--- src/rtl/cfs_pkg.sv ---
package cfs_pkg;

    typedef enum logic [1:0] {
        LS_I = 2'b00,
        LS_S = 2'b01,
        LS_E = 2'b10,
        LS_M = 2'b11
    } lstate_t;

    typedef enum logic [1:0] {
        OP_WBINV = 2'd0,
        OP_INV   = 2'd1,
        OP_PAGE  = 2'd2,
        OP_NONE  = 2'd3
    } cmd_op_t;

    typedef enum logic [1:0] {
        K_PIN   = 2'd0,
        K_WBINV = 2'd1,
        K_INV   = 2'd2,
        K_PAGE  = 2'd3
    } kind_t;

    typedef enum logic [2:0] {
        ST_IDLE     = 3'd0,
        ST_WB_SCAN  = 3'd1,
        ST_INV_SCAN = 3'd2,
        ST_PG_SCAN  = 3'd3,
        ST_ACK      = 3'd4
    } seq_st_t;

endpackage

--- src/rtl/cfs_req_arb.sv ---
module cfs_req_arb
    import cfs_pkg::*;
#(
    parameter int PAGE_W = 20
) (
    input  logic              clk,
    input  logic              rst_n,
    input  logic              flush_n_i,
    input  logic              cmd_valid_i,
    input  logic [1:0]        cmd_op_i,
    input  logic [PAGE_W-1:0] cmd_page_i,
    input  logic              cmd_pwb_i,
    input  logic              idle_i,
    output logic              cmd_ready_o,
    output logic              start_o,
    output kind_t             start_kind_o,
    output logic [PAGE_W-1:0] start_page_o,
    output logic              start_pwb_o
);

    logic pin_s1_q;
    logic pin_s2_q;
    logic pend_q;
    logic fall_w;
    logic pin_go_w;
    logic cmd_fire_w;

    // two-stage sample of the pin; a start is taken on its falling edge only
    always_ff @(posedge clk or negedge rst_n) begin
        if (!rst_n) begin
            pin_s1_q <= 1'b1;
            pin_s2_q <= 1'b1;
        end else begin
            pin_s1_q <= flush_n_i;
            pin_s2_q <= pin_s1_q;
        end
    end

    assign fall_w   = pin_s2_q & ~pin_s1_q;
    assign pin_go_w = idle_i & (pend_q | fall_w);

    // an edge seen while busy is held until the walker is free again
    always_ff @(posedge clk or negedge rst_n) begin
        if (!rst_n) begin
            pend_q <= 1'b0;
        end else if (pin_go_w) begin
            pend_q <= 1'b0;
        end else if (fall_w) begin
            pend_q <= 1'b1;
        end
    end

    assign cmd_ready_o = idle_i & ~pend_q & ~fall_w;
    assign cmd_fire_w  = cmd_valid_i & cmd_ready_o;

    always_comb begin
        start_o      = 1'b0;
        start_kind_o = K_PIN;
        start_page_o = cmd_page_i;
        start_pwb_o  = cmd_pwb_i;
        if (pin_go_w) begin
            start_o      = 1'b1;
            start_kind_o = K_PIN;
        end else if (cmd_fire_w) begin
            unique case (cmd_op_t'(cmd_op_i))
                OP_WBINV: begin start_o = 1'b1; start_kind_o = K_WBINV; end
                OP_INV:   begin start_o = 1'b1; start_kind_o = K_INV;   end
                OP_PAGE:  begin start_o = 1'b1; start_kind_o = K_PAGE;  end
                OP_NONE:  begin start_o = 1'b0; start_kind_o = K_PIN;   end
            endcase
        end
    end

    AST_PIN_BEATS_CMD: assert property (@(posedge clk) disable iff (!rst_n)
        (fall_w || pend_q) |-> !cmd_ready_o);

    AST_PEND_CLEARS: assert property (@(posedge clk) disable iff (!rst_n)
        (pend_q && idle_i) |=> !pend_q || !idle_i);

endmodule

--- src/rtl/cfs_walk_ctr.sv ---
module cfs_walk_ctr #(
    parameter int LIDX_W = 5
) (
    input  logic              clk,
    input  logic              rst_n,
    input  logic              ld_zero_i,
    input  logic              ld_dhalf_i,
    input  logic              inc_i,
    output logic [LIDX_W-1:0] idx_o,
    output logic              last_o
);

    localparam logic [LIDX_W-1:0] DHALF = {1'b1, {(LIDX_W-1){1'b0}}};

    logic [LIDX_W-1:0] idx_q;

    always_ff @(posedge clk or negedge rst_n) begin
        if (!rst_n) begin
            idx_q <= '0;
        end else if (ld_zero_i) begin
            idx_q <= '0;
        end else if (ld_dhalf_i) begin
            idx_q <= DHALF;
        end else if (inc_i) begin
            idx_q <= idx_q + 1'b1;
        end
    end

    assign idx_o  = idx_q;
    assign last_o = &idx_q;

    AST_ONE_LOAD: assert property (@(posedge clk) disable iff (!rst_n)
        $countones({ld_zero_i, ld_dhalf_i, inc_i}) <= 1);

    AST_NO_WRAP: assert property (@(posedge clk) disable iff (!rst_n)
        (inc_i && !ld_zero_i && !ld_dhalf_i) |-> !last_o);

endmodule

--- src/rtl/cfs_seq_fsm.sv ---
module cfs_seq_fsm
    import cfs_pkg::*;
#(
    parameter int ADDR_W = 32,
    parameter int OFF_W  = 5,
    parameter int SET_W  = 3,
    parameter int WAY_W  = 1,
    parameter int TAG_W  = 24,
    parameter int PAGE_W = 20,
    parameter int LIDX_W = 5
) (
    input  logic              clk,
    input  logic              rst_n,
    input  logic              start_i,
    input  kind_t             kind_i,
    input  logic [PAGE_W-1:0] page_i,
    input  logic              pwb_i,
    input  logic [LIDX_W-1:0] idx_i,
    input  logic              last_i,
    input  logic [TAG_W-1:0]  arr_tag_i,
    input  logic [1:0]        arr_state_i,
    input  logic              wb_ready_i,
    output logic              idle_o,
    output logic              ctr_ld_zero_o,
    output logic              ctr_ld_dhalf_o,
    output logic              ctr_inc_o,
    output logic              arr_clr_o,
    output logic              wb_valid_o,
    output logic [ADDR_W-1:0] wb_addr_o,
    output logic              ack_o,
    output logic              whole_done_o
);

    seq_st_t           st_q;
    seq_st_t           st_d;
    kind_t             kind_q;
    logic [PAGE_W-1:0] page_q;
    logic              pwb_q;

    logic              dc_w;
    logic [SET_W-1:0]  set_w;
    logic [ADDR_W-1:0] line_addr_w;
    logic              pg_hit_w;
    logic              mod_dc_w;
    logic              need_wb_w;
    logic              adv_w;

    // state register
    always_ff @(posedge clk or negedge rst_n) begin
        if (!rst_n) begin
            st_q <= ST_IDLE;
        end else begin
            st_q <= st_d;
        end
    end

    // operation parameters held for the whole walk
    always_ff @(posedge clk or negedge rst_n) begin
        if (!rst_n) begin
            kind_q <= K_PIN;
            page_q <= '0;
            pwb_q  <= 1'b0;
        end else if (start_i && (st_q == ST_IDLE)) begin
            kind_q <= kind_i;
            page_q <= page_i;
            pwb_q  <= pwb_i;
        end
    end

    // per-line decode
    assign dc_w        = idx_i[LIDX_W-1];
    assign set_w       = idx_i[WAY_W +: SET_W];
    assign line_addr_w = {arr_tag_i, set_w, {OFF_W{1'b0}}};
    assign pg_hit_w    = (line_addr_w[ADDR_W-1:12] == page_q);
    assign mod_dc_w    = dc_w && (arr_state_i == LS_M);

    always_comb begin
        unique case (st_q)
            ST_WB_SCAN: need_wb_w = mod_dc_w;
            ST_PG_SCAN: need_wb_w = pg_hit_w && mod_dc_w && pwb_q;
            default:    need_wb_w = 1'b0;
        endcase
    end

    assign adv_w     = !need_wb_w || wb_ready_i;
    assign wb_addr_o = line_addr_w;

    // next-state logic
    always_comb begin
        st_d = st_q;
        unique case (st_q)
            ST_IDLE: begin
                if (start_i) begin
                    unique case (kind_i)
                        K_PIN, K_WBINV: st_d = ST_WB_SCAN;
                        K_INV:          st_d = ST_INV_SCAN;
                        K_PAGE:         st_d = ST_PG_SCAN;
                    endcase
                end
            end
            ST_WB_SCAN: begin
                if (adv_w && last_i) st_d = ST_INV_SCAN;
            end
            ST_INV_SCAN: begin
                if (last_i) st_d = (kind_q == K_PIN) ? ST_ACK : ST_IDLE;
            end
            ST_PG_SCAN: begin
                if (adv_w && last_i) st_d = ST_IDLE;
            end
            ST_ACK: begin
                st_d = ST_IDLE;
            end
            default: st_d = ST_IDLE;
        endcase
    end

    // output logic
    always_comb begin
        ctr_ld_zero_o  = 1'b0;
        ctr_ld_dhalf_o = 1'b0;
        ctr_inc_o      = 1'b0;
        arr_clr_o      = 1'b0;
        wb_valid_o     = 1'b0;
        ack_o          = 1'b0;
        whole_done_o   = 1'b0;
        unique case (st_q)
            ST_IDLE: begin
                if (start_i) begin
                    if (kind_i == K_PIN || kind_i == K_WBINV) begin
                        ctr_ld_dhalf_o = 1'b1;
                    end else begin
                        ctr_ld_zero_o = 1'b1;
                    end
                end
            end
            ST_WB_SCAN: begin
                wb_valid_o = need_wb_w;
                if (adv_w) begin
                    if (last_i) ctr_ld_zero_o = 1'b1;
                    else        ctr_inc_o     = 1'b1;
                end
            end
            ST_INV_SCAN: begin
                arr_clr_o = 1'b1;
                if (last_i) whole_done_o = 1'b1;
                else        ctr_inc_o    = 1'b1;
            end
            ST_PG_SCAN: begin
                wb_valid_o = need_wb_w;
                if (adv_w) begin
                    arr_clr_o = pg_hit_w && (arr_state_i != LS_I);
                    if (!last_i) ctr_inc_o = 1'b1;
                end
            end
            ST_ACK: begin
                ack_o = 1'b1;
            end
            default: begin
                ack_o = 1'b0;
            end
        endcase
    end

    assign idle_o = (st_q == ST_IDLE);

    AST_WB_HOLD: assert property (@(posedge clk) disable iff (!rst_n)
        (wb_valid_o && !wb_ready_i) |=> (wb_valid_o && $stable(wb_addr_o)));

    AST_WB_DIRTY_ONLY: assert property (@(posedge clk) disable iff (!rst_n)
        wb_valid_o |-> (arr_state_i == LS_M && idx_i[LIDX_W-1]));

    AST_CLR_AFTER_ACCEPT: assert property (@(posedge clk) disable iff (!rst_n)
        (arr_clr_o && wb_valid_o) |-> wb_ready_i);

    AST_INVONLY_NO_WB: assert property (@(posedge clk) disable iff (!rst_n)
        (!idle_o && kind_q == K_INV) |-> !wb_valid_o);

    AST_ACK_SINGLE: assert property (@(posedge clk) disable iff (!rst_n)
        ack_o |=> !ack_o);

endmodule

--- src/rtl/cache_flush_seq.sv ---
module cache_flush_seq
    import cfs_pkg::*;
#(
    parameter  int ADDR_W = 32,
    parameter  int OFF_W  = 5,
    parameter  int SETS   = 8,
    parameter  int WAYS   = 2,
    localparam int SET_W  = $clog2(SETS),
    localparam int WAY_W  = $clog2(WAYS),
    localparam int TAG_W  = ADDR_W - OFF_W - SET_W,
    localparam int PAGE_W = ADDR_W - 12,
    localparam int LIDX_W = 1 + SET_W + WAY_W
) (
    input  logic              clk,
    input  logic              rst_n,
    input  logic              flush_n_i,
    input  logic              cmd_valid_i,
    output logic              cmd_ready_o,
    input  logic [1:0]        cmd_op_i,
    input  logic [PAGE_W-1:0] cmd_page_i,
    input  logic              cmd_pwb_i,
    output logic              arr_dc_o,
    output logic [LIDX_W-2:0] arr_idx_o,
    input  logic [TAG_W-1:0]  arr_tag_i,
    input  logic [1:0]        arr_state_i,
    output logic              arr_clr_o,
    output logic              wb_valid_o,
    input  logic              wb_ready_i,
    output logic [ADDR_W-1:0] wb_addr_o,
    output logic              ack_o,
    output logic              busy_o,
    input  logic              cd_i,
    output logic              cache_off_o
);

    logic              idle_w;
    logic              start_w;
    kind_t             kind_w;
    logic [PAGE_W-1:0] page_w;
    logic              pwb_w;
    logic              ld_zero_w;
    logic              ld_dhalf_w;
    logic              inc_w;
    logic [LIDX_W-1:0] idx_w;
    logic              last_w;
    logic              whole_done_w;
    logic              clean_q;

    cfs_req_arb #(
        .PAGE_W (PAGE_W)
    ) u_arb (
        .clk          (clk),
        .rst_n        (rst_n),
        .flush_n_i    (flush_n_i),
        .cmd_valid_i  (cmd_valid_i),
        .cmd_op_i     (cmd_op_i),
        .cmd_page_i   (cmd_page_i),
        .cmd_pwb_i    (cmd_pwb_i),
        .idle_i       (idle_w),
        .cmd_ready_o  (cmd_ready_o),
        .start_o      (start_w),
        .start_kind_o (kind_w),
        .start_page_o (page_w),
        .start_pwb_o  (pwb_w)
    );

    cfs_walk_ctr #(
        .LIDX_W (LIDX_W)
    ) u_ctr (
        .clk        (clk),
        .rst_n      (rst_n),
        .ld_zero_i  (ld_zero_w),
        .ld_dhalf_i (ld_dhalf_w),
        .inc_i      (inc_w),
        .idx_o      (idx_w),
        .last_o     (last_w)
    );

    cfs_seq_fsm #(
        .ADDR_W (ADDR_W),
        .OFF_W  (OFF_W),
        .SET_W  (SET_W),
        .WAY_W  (WAY_W),
        .TAG_W  (TAG_W),
        .PAGE_W (PAGE_W),
        .LIDX_W (LIDX_W)
    ) u_fsm (
        .clk            (clk),
        .rst_n          (rst_n),
        .start_i        (start_w),
        .kind_i         (kind_w),
        .page_i         (page_w),
        .pwb_i          (pwb_w),
        .idx_i          (idx_w),
        .last_i         (last_w),
        .arr_tag_i      (arr_tag_i),
        .arr_state_i    (arr_state_i),
        .wb_ready_i     (wb_ready_i),
        .idle_o         (idle_w),
        .ctr_ld_zero_o  (ld_zero_w),
        .ctr_ld_dhalf_o (ld_dhalf_w),
        .ctr_inc_o      (inc_w),
        .arr_clr_o      (arr_clr_o),
        .wb_valid_o     (wb_valid_o),
        .wb_addr_o      (wb_addr_o),
        .ack_o          (ack_o),
        .whole_done_o   (whole_done_w)
    );

    assign arr_dc_o  = idx_w[LIDX_W-1];
    assign arr_idx_o = idx_w[LIDX_W-2:0];
    assign busy_o    = ~idle_w;

    // a finished whole flush counts only while the disable bit stays set
    always_ff @(posedge clk or negedge rst_n) begin
        if (!rst_n) begin
            clean_q <= 1'b0;
        end else if (!cd_i) begin
            clean_q <= 1'b0;
        end else if (whole_done_w) begin
            clean_q <= 1'b1;
        end
    end

    assign cache_off_o = cd_i & clean_q;

    AST_OFF_NEEDS_CD: assert property (@(posedge clk) disable iff (!rst_n)
        cache_off_o |-> cd_i);

    AST_BUSY_NO_READY: assert property (@(posedge clk) disable iff (!rst_n)
        busy_o |-> !cmd_ready_o);

    AST_IDLE_QUIET: assert property (@(posedge clk) disable iff (!rst_n)
        !busy_o |-> (!arr_clr_o && !wb_valid_o && !ack_o));

endmodule

--- config.mk ---
export PLATFORM = sky130hd
export DESIGN_NAME = cache_flush_seq
export DESIGN_NICKNAME = d
export VERILOG_FILES = /design/src/rtl/cfs_pkg.sv /design/src/rtl/cfs_req_arb.sv /design/src/rtl/cfs_walk_ctr.sv /design/src/rtl/cfs_seq_fsm.sv /design/src/rtl/cache_flush_seq.sv
export SDC_FILE = /design/constraint.sdc
export NUM_CORES = 1
export LEC_CHECK = 0
export BUFFER_PORTS_ARGS = -buffer_cell sky130_fd_sc_hd__buf_4
export CORE_MARGIN = 10
export CORE_UTILIZATION = 25
export DETAILED_ROUTE_END_ITERATION = 10
export PLACE_DENSITY = 0.47
export SETUP_SLACK_MARGIN = 0.3
export SLEW_MARGIN = 20
export SYNTH_ARGS = -nofsm -noshare
export SYNTH_HDL_FRONTEND = slang
export SYNTH_HIERARCHICAL = 1
export SYNTH_SLANG_ARGS = --single-unit
--- constraint.sdc ---
create_clock -name clk -period 7 [get_ports clk]
set_input_delay 0 -clock clk [delete_from_list [all_inputs] [get_ports clk]]
set_output_delay 0 -clock clk [all_outputs]
set_load 0.02 [all_outputs]
Yosys cells after proc, flatten, opt, wreduce, memory -nomap -nowiden. Index checks and enable logic that the tools add are counted.

Word-level logic and storage cells: 96. Bits in registers: 35. Output and inout port bits: 43. Input bits: 55.

Multiplexer cells: 37. Reduce and logical (&&, ||, !) cells: 21. Add/subtract/negate cells: 1. Bitwise gates (word level): 11. Equal/unequal tests: 17.

Operators by type and width (number): 20-bit equality test (1); 1-bit 2-to-1 mux (19); 3-bit 2-to-1 mux (5); 5-bit 2-to-1 mux (3); 3-bit case mux with 4 select lines (1); 2-bit equality test, second input constant (5); 2-bit by 1-bit inequality test with 1-bit output, second input constant (5); 1-bit case mux with 2 select lines (5); 3-bit case mux with 3 select lines (1); 2-bit case mux with 4 select lines (1); 1-bit bitwise AND (6); 3-bit by 2-bit equality test with 1-bit output, second input constant (2); 1-bit logical AND (6); 2-bit logical NOT (3); 5-bit by 1-bit adder with 5-bit output, second input constant (1); 5-bit AND reduction (1); 2-bit by 1-bit equality test with 1-bit output, second input constant (2); 2-bit 2-to-1 mux (2); 1-bit NOT (4); 4-bit AND reduction (1); 2-bit nonzero test (2); 2-bit OR reduction (2); 3-bit by 1-bit equality test with 1-bit output, second input constant (1); 3-bit equality test, second input constant (1); 6 further kinds (7).

Longest topological paths before layout.
Depth in word-level cells: 14. Depth in mapped cells: 8. Depth with buffers taken out: 8.

Cells and area by module. Netlist, hierarchy kept.

Modules (own cells, without submodules): cfs_seq_fsm (instances 1, cells each 146, area each 1666.6 sq um); cfs_req_arb (instances 1, cells each 38, area each 361.6 sq um); cfs_walk_ctr (instances 1, cells each 24, area each 290.3 sq um); cache_flush_seq (instances 1, cells each 4, area each 42.5 sq um).

Least setup slack after synthesis. No wires, ideal clock.

Path kind: reg-to-reg. Start: register u_fsm.st_q[0]. End: register u_ctr.idx_q[3], in the netlist u_ctr/idx_o[3]. Data required time: 6875 ps. Setup slack: 4747 ps. Data arrival time: 2128 ps. Library setup time: 125 ps. Buffers on the path: 2. Period minus slack after synthesis: 2253 ps. Stages on the path, launching flop included: 9. Cells stage by stage: dfrtp_1 > buf_6 > nor3_1 > o31a_1 > nor4b_4 > buf_6 > nor2b_1 > nor3_1 > mux2_4.

Elaborated cells between the ends (all ways): 31. Classes of those cells: 4 x eq/ne; 16 x mux; 4 x bitwise; 7 x reduce/logical.

RTL lines: start: declaration (RTL line cfs_seq_fsm.sv:34) `seq_st_t st_q;`; start signal: assignment (RTL line cfs_seq_fsm.sv:53) `st_q <= st_d;`; 3-bit logical NOT (*) (RTL line cfs_seq_fsm.sv:164) `assign idle_o = (st_q == ST_IDLE);`; via idle_w (RTL line cache_flush_seq.sv:36) `logic idle_w;`; 1-bit bitwise AND (2 in a row) (RTL line cfs_req_arb.sv:53) `assign cmd_ready_o = idle_i & ~pend_q & ~fall_w;`; 1-bit bitwise AND (RTL line cfs_req_arb.sv:54) `assign cmd_fire_w = cmd_valid_i & cmd_ready_o;`; 1-bit 2-to-1 mux (RTL line cfs_req_arb.sv:64) `end else if (cmd_fire_w) begin`; 1-bit 2-to-1 mux (*) (RTL line cfs_req_arb.sv:61) `if (pin_go_w) begin`; via start_w (RTL line cache_flush_seq.sv:37) `logic start_w;`; 1-bit 2-to-1 mux (*) (RTL line cfs_seq_fsm.sv:128) `if (start_i) begin`; 1-bit 2-to-1 mux (*) (RTL line cfs_seq_fsm.sv:126) `unique case (st_q)`; via ld_dhalf_w (RTL line cache_flush_seq.sv:42) `logic ld_dhalf_w;`; 5-bit 2-to-1 mux (RTL line cfs_walk_ctr.sv:22) `end else if (ld_dhalf_i) begin`; 5-bit 2-to-1 mux (RTL line cfs_walk_ctr.sv:20) `end else if (ld_zero_i) begin`; end signal: assignment (RTL line cfs_walk_ctr.sv:25) `idx_q <= idx_q + 1'b1;`; end: declaration (RTL line cfs_walk_ctr.sv:15) `logic [LIDX_W-1:0] idx_q;`.

The timed path passes the listed nets; every way through them passes the cells marked *. A chain may end at the register's enable or synchronous reset.

Worst setup path in the final report.
Start: register u_fsm.st_q[0]. End: register u_ctr.idx_q[3], in the netlist u_ctr/idx_o[3].

Elaborated cells between the ends (all ways): 31. Classes of those cells: 4 x eq/ne; 16 x mux; 4 x bitwise; 7 x reduce/logical.

RTL lines: 3-bit logical NOT (*) (RTL line cfs_seq_fsm.sv:164); via idle_w (RTL line cache_flush_seq.sv:36); 1-bit bitwise AND (2 in a row) (RTL line cfs_req_arb.sv:53); 1-bit bitwise AND (RTL line cfs_req_arb.sv:54); 1-bit 2-to-1 mux (RTL line cfs_req_arb.sv:64); 1-bit 2-to-1 mux (*) (RTL line cfs_req_arb.sv:61); via start_w (RTL line cache_flush_seq.sv:37); 1-bit 2-to-1 mux (*) (RTL line cfs_seq_fsm.sv:128); 1-bit case mux with 2 select lines (*) (RTL line cfs_seq_fsm.sv:126); via ld_zero_w (RTL line cache_flush_seq.sv:41) `logic ld_zero_w;`; 3-bit nonzero test (no line) or 5-bit 2-to-1 mux (tied branches).

Marks and branches as above.

==> out/qor.csv <==
stage;metric;value;unit
synth;register area share after synthesis;37.20;%
final_layout;multi-input logic area;0.001021;mm²
synth;Synth area leader;dfrtp_1;
synth;top cells by area, synth;dfrtp_1, buf_4, xor2_1;
place;Post-DP HPWL;4495;µm
global_route;first-pass GRT wire length;8797;µm
synth;Yosys top cell area share;34.98;%
pwr;LEAKAGE;1.408;nW
floorplan;Die W;117.2;µm
floorplan;total die area;0.01373;mm²
critical_path;Critical R2R Launch;u_fsm/st_q[0];
place;Placed Instance Area;0.002721;mm²
job;Max-Cap Viols;0;
floorplan;row count;35;
global_route;vias in the first global route;1801;
place;I/O Buffers;84;
timing;Slew headroom;60.32;%
final_layout;Ant. Diodes;0;
final_layout;most frequent cells in the layout;buf_4, dfrtp_1, dlygate4sd3_1;
routing;ANT nets after route;0;
critical_path;Startpoint Class;flip-flop;
critical_path;Reg-to-Reg End;u_ctr/idx_o[3];
routing;DRT Pass-1 Iters;4;
critical_path;worst setup path start;u_fsm/st_q[0];
routing;Via density;4.002;
pwr;maximum vdd drop;108.9;µV
floorplan;Initial Utilization;25.55;%
clocking;clk buf depth;2;
critical_path;critical path arrival;2650;ps
routing;DRT iter0 DRCs;44;
synth;Yosys reg bits;35;
clocking;CTS root buf;clkbuf_8;
timing;worst slew pin tran;589.7;ps
synth;Post-Syn Area per Cell;11.14;µm²
floorplan;Die H;117.2;µm
clocking;Skew-Pair Late Insertion Delay;290;ps
timing;Final min period;2473;ps
final_layout;fin nets;334;
global_route;gr usage total;8.153;%
routing;drt total wl;5572;µm
clocking;CTS tree;yes;
place;gpl congestion;0.7804;
min_path;hold-critical path depth;0;
final_layout;share of layout cells above drive strength 1;42.55;%
global_route;largest net degree at the start of global routing;36;
min_path;worst hold path class;primary input to primary output;
routing;vias;1617;
clocking;TritonCTS Buffers;5;
timing;Final Hold Fails;0;
critical_path;reg2reg path depth;8;
pwr;PwrDens;288.2;mW/mm²
final_layout;Final Cell Area;0.003074;mm²
final_layout;# fillers;954;
synth;Mapped Area;0.002361;mm²
timing;setup TNS;0;ps
final_layout;Layout area overhead;30.21;%
run_status;status;completed;
clocking;CTS sink count;35;
timing;RSZ-0062 raised after global routing;false;
synth;yosys warns;6;
clocking;# Post-CTS Setup Buffers;0;
synth;Post-synth EDFFs;0;
clocking;CTS H-tree lvls;2;
floorplan;Core Region;0.009240;mm²
critical_path;Worst Path Max Fanout;26;
critical_path;CP Capture Point;u_ctr/idx_o[3];
pwr;Final Power;0.0008859;W
routing;drt drc;0;
timing;final worst-path cycle share;35.32;%
critical_path;crit end category;flip-flop;
final_layout;sequential cell area;878.3;µm²
timing;Max Clock Freq;404.4;MHz
critical_path;FF-to-FF setup slack;4530;ps
final_layout;most common cell after layout, fill and taps aside;buf_4;
critical_path;worst path required time;7170;ps
routing;routed length per instance;13.79;µm
global_route;initial antenna violation count;0;
synth;asr flop ratio synth;100.0;%
synth;Synth Instances;212;
synth;Main synth FF type;dfrtp_1;
clocking;clk slew on worst S/H paths;70;ps
timing;Slew Limit Fails;0;
floorplan;I/O pin cnt;98;
timing;Final Skew;9.038;ps
critical_path;CP Class;flip-flop to flip-flop;
timing;setup violators final;0;
synth;count of cell types in the netlist;43;
global_route;total congestion overflow;0;
[through the flow]
| stage | std cells | utilization, % | setup slack (ps) | hold slack [ps] |
|---|---|---|---|---|
| finish | 404 | 33.27 | 4527 | 0.008814 |
| global route | 404 | 33.27 | 4320 | 0.06321 |
| CTS | 404 | 33.27 | 4495 | 0.2364 |
| detailed placement | 372 | 29.45 | 4514 | -4.586 |
| global placement | 372 | 29.45 | 4612 | 0.2364 |
| floorplan | 216 | - | 4747 | -295.6 |
[repair_timing]
item                      CTS  global route
gates resized for setup     0             0
hold buffers               24             0
hold endpoints to repair   56             0
[critical path, stage by stage, from the launching register on]
cell,delay [ps]
dfrtp_1,480
nor3_1,460
o31a_1,220
nor4b_4,170
buf_4,400
nand2_1,140
nand2_1,150
nor3_1,70
mux2_4,260
[area by class of cell]
| class | instances | area share [%] |
|---|---|---|
| Sequential cell | 35 | 28.57 |
| Multi-Input combinational cell | 117 | 33.21 |
| Clock inverter | 3 | 1.425 |
| Inverter | 6 | 0.7326 |
| Clock buffer | 5 | 2.239 |
| Timing Repair Buffer | 109 | 28.57 |
| Tap cell | 129 | 5.250 |
[Yosys cell counts (2+ instances only)]
library cell  count
nor3b_1           5
nand2b_1          2
o21ai_0           4
nor2b_1           4
a21oi_1           3
inv_1             6
buf_4            53
ha_1              5
dfstp_2           2
mux2_1            7
o21a_1            2
xor2_1           20
buf_6             5
nand3_1           2
mux2_2            5
and3_1            2
nor3_1            3
nand2_1           4
mux2_4           11
dfrtp_1          33
nor2_1            5
nor4_1            5
nand4_1           3
mux2i_1           2
[flip-flops by register name, summed over array words and instances, names as in the netlist]
signal and count:
u_fsm/page_q 20, u_arb/pin_s1_q 1, u_arb/pend_q 1, u_arb/pin_s2_q 1
u_ctr/idx_o 5, u_fsm/st_q 3, clean_q 1, u_fsm/pwb_q 1
u_fsm/kind_q 2
[report_power, final]
group / internal [W] / switching, W
clock network: 0.000106 / 0.0000778
registers: 0.000265 / 0.0000679
logic: 0.000202 / 0.000167
total: 0.000573 / 0.000312
[cell families after synthesis]
| family | synth area share (%) |
|---|---|
| compound gates | 5.246 |
| xor+xnor | 7.790 |
| fa+ha+maj | 2.650 |
| buf+inv | 20.19 |
| flops | 37.20 |
| mux | 13.57 |
| other cells | 0.1588 |
| simple gates | 13.20 |
[layer usage]
metal	part of all wire, %	wire length [µm]	GRT usage (%)
met1	41	2311	9.583
met2	49	2722	13.42
met3	8.7	482	3.262
met4	0.99	55	2.306
met5	0	0	0
[worst min-delay path by stage]
stage	to	slack, ps	start
after floorplan	clean_q	-300	rst_n
after global placement	u_fsm/page_q[4]	0.2	rst_n
after detailed placement	u_fsm/page_q[4]	-5	rst_n
after CTS	wb_addr_o[8]	0.2	arr_tag_i[0]
after global routing	wb_addr_o[8]	0.06	arr_tag_i[0]
final	wb_addr_o[8]	0.009	arr_tag_i[0]
No activity file was read; power rests on OpenSTA's default activity.
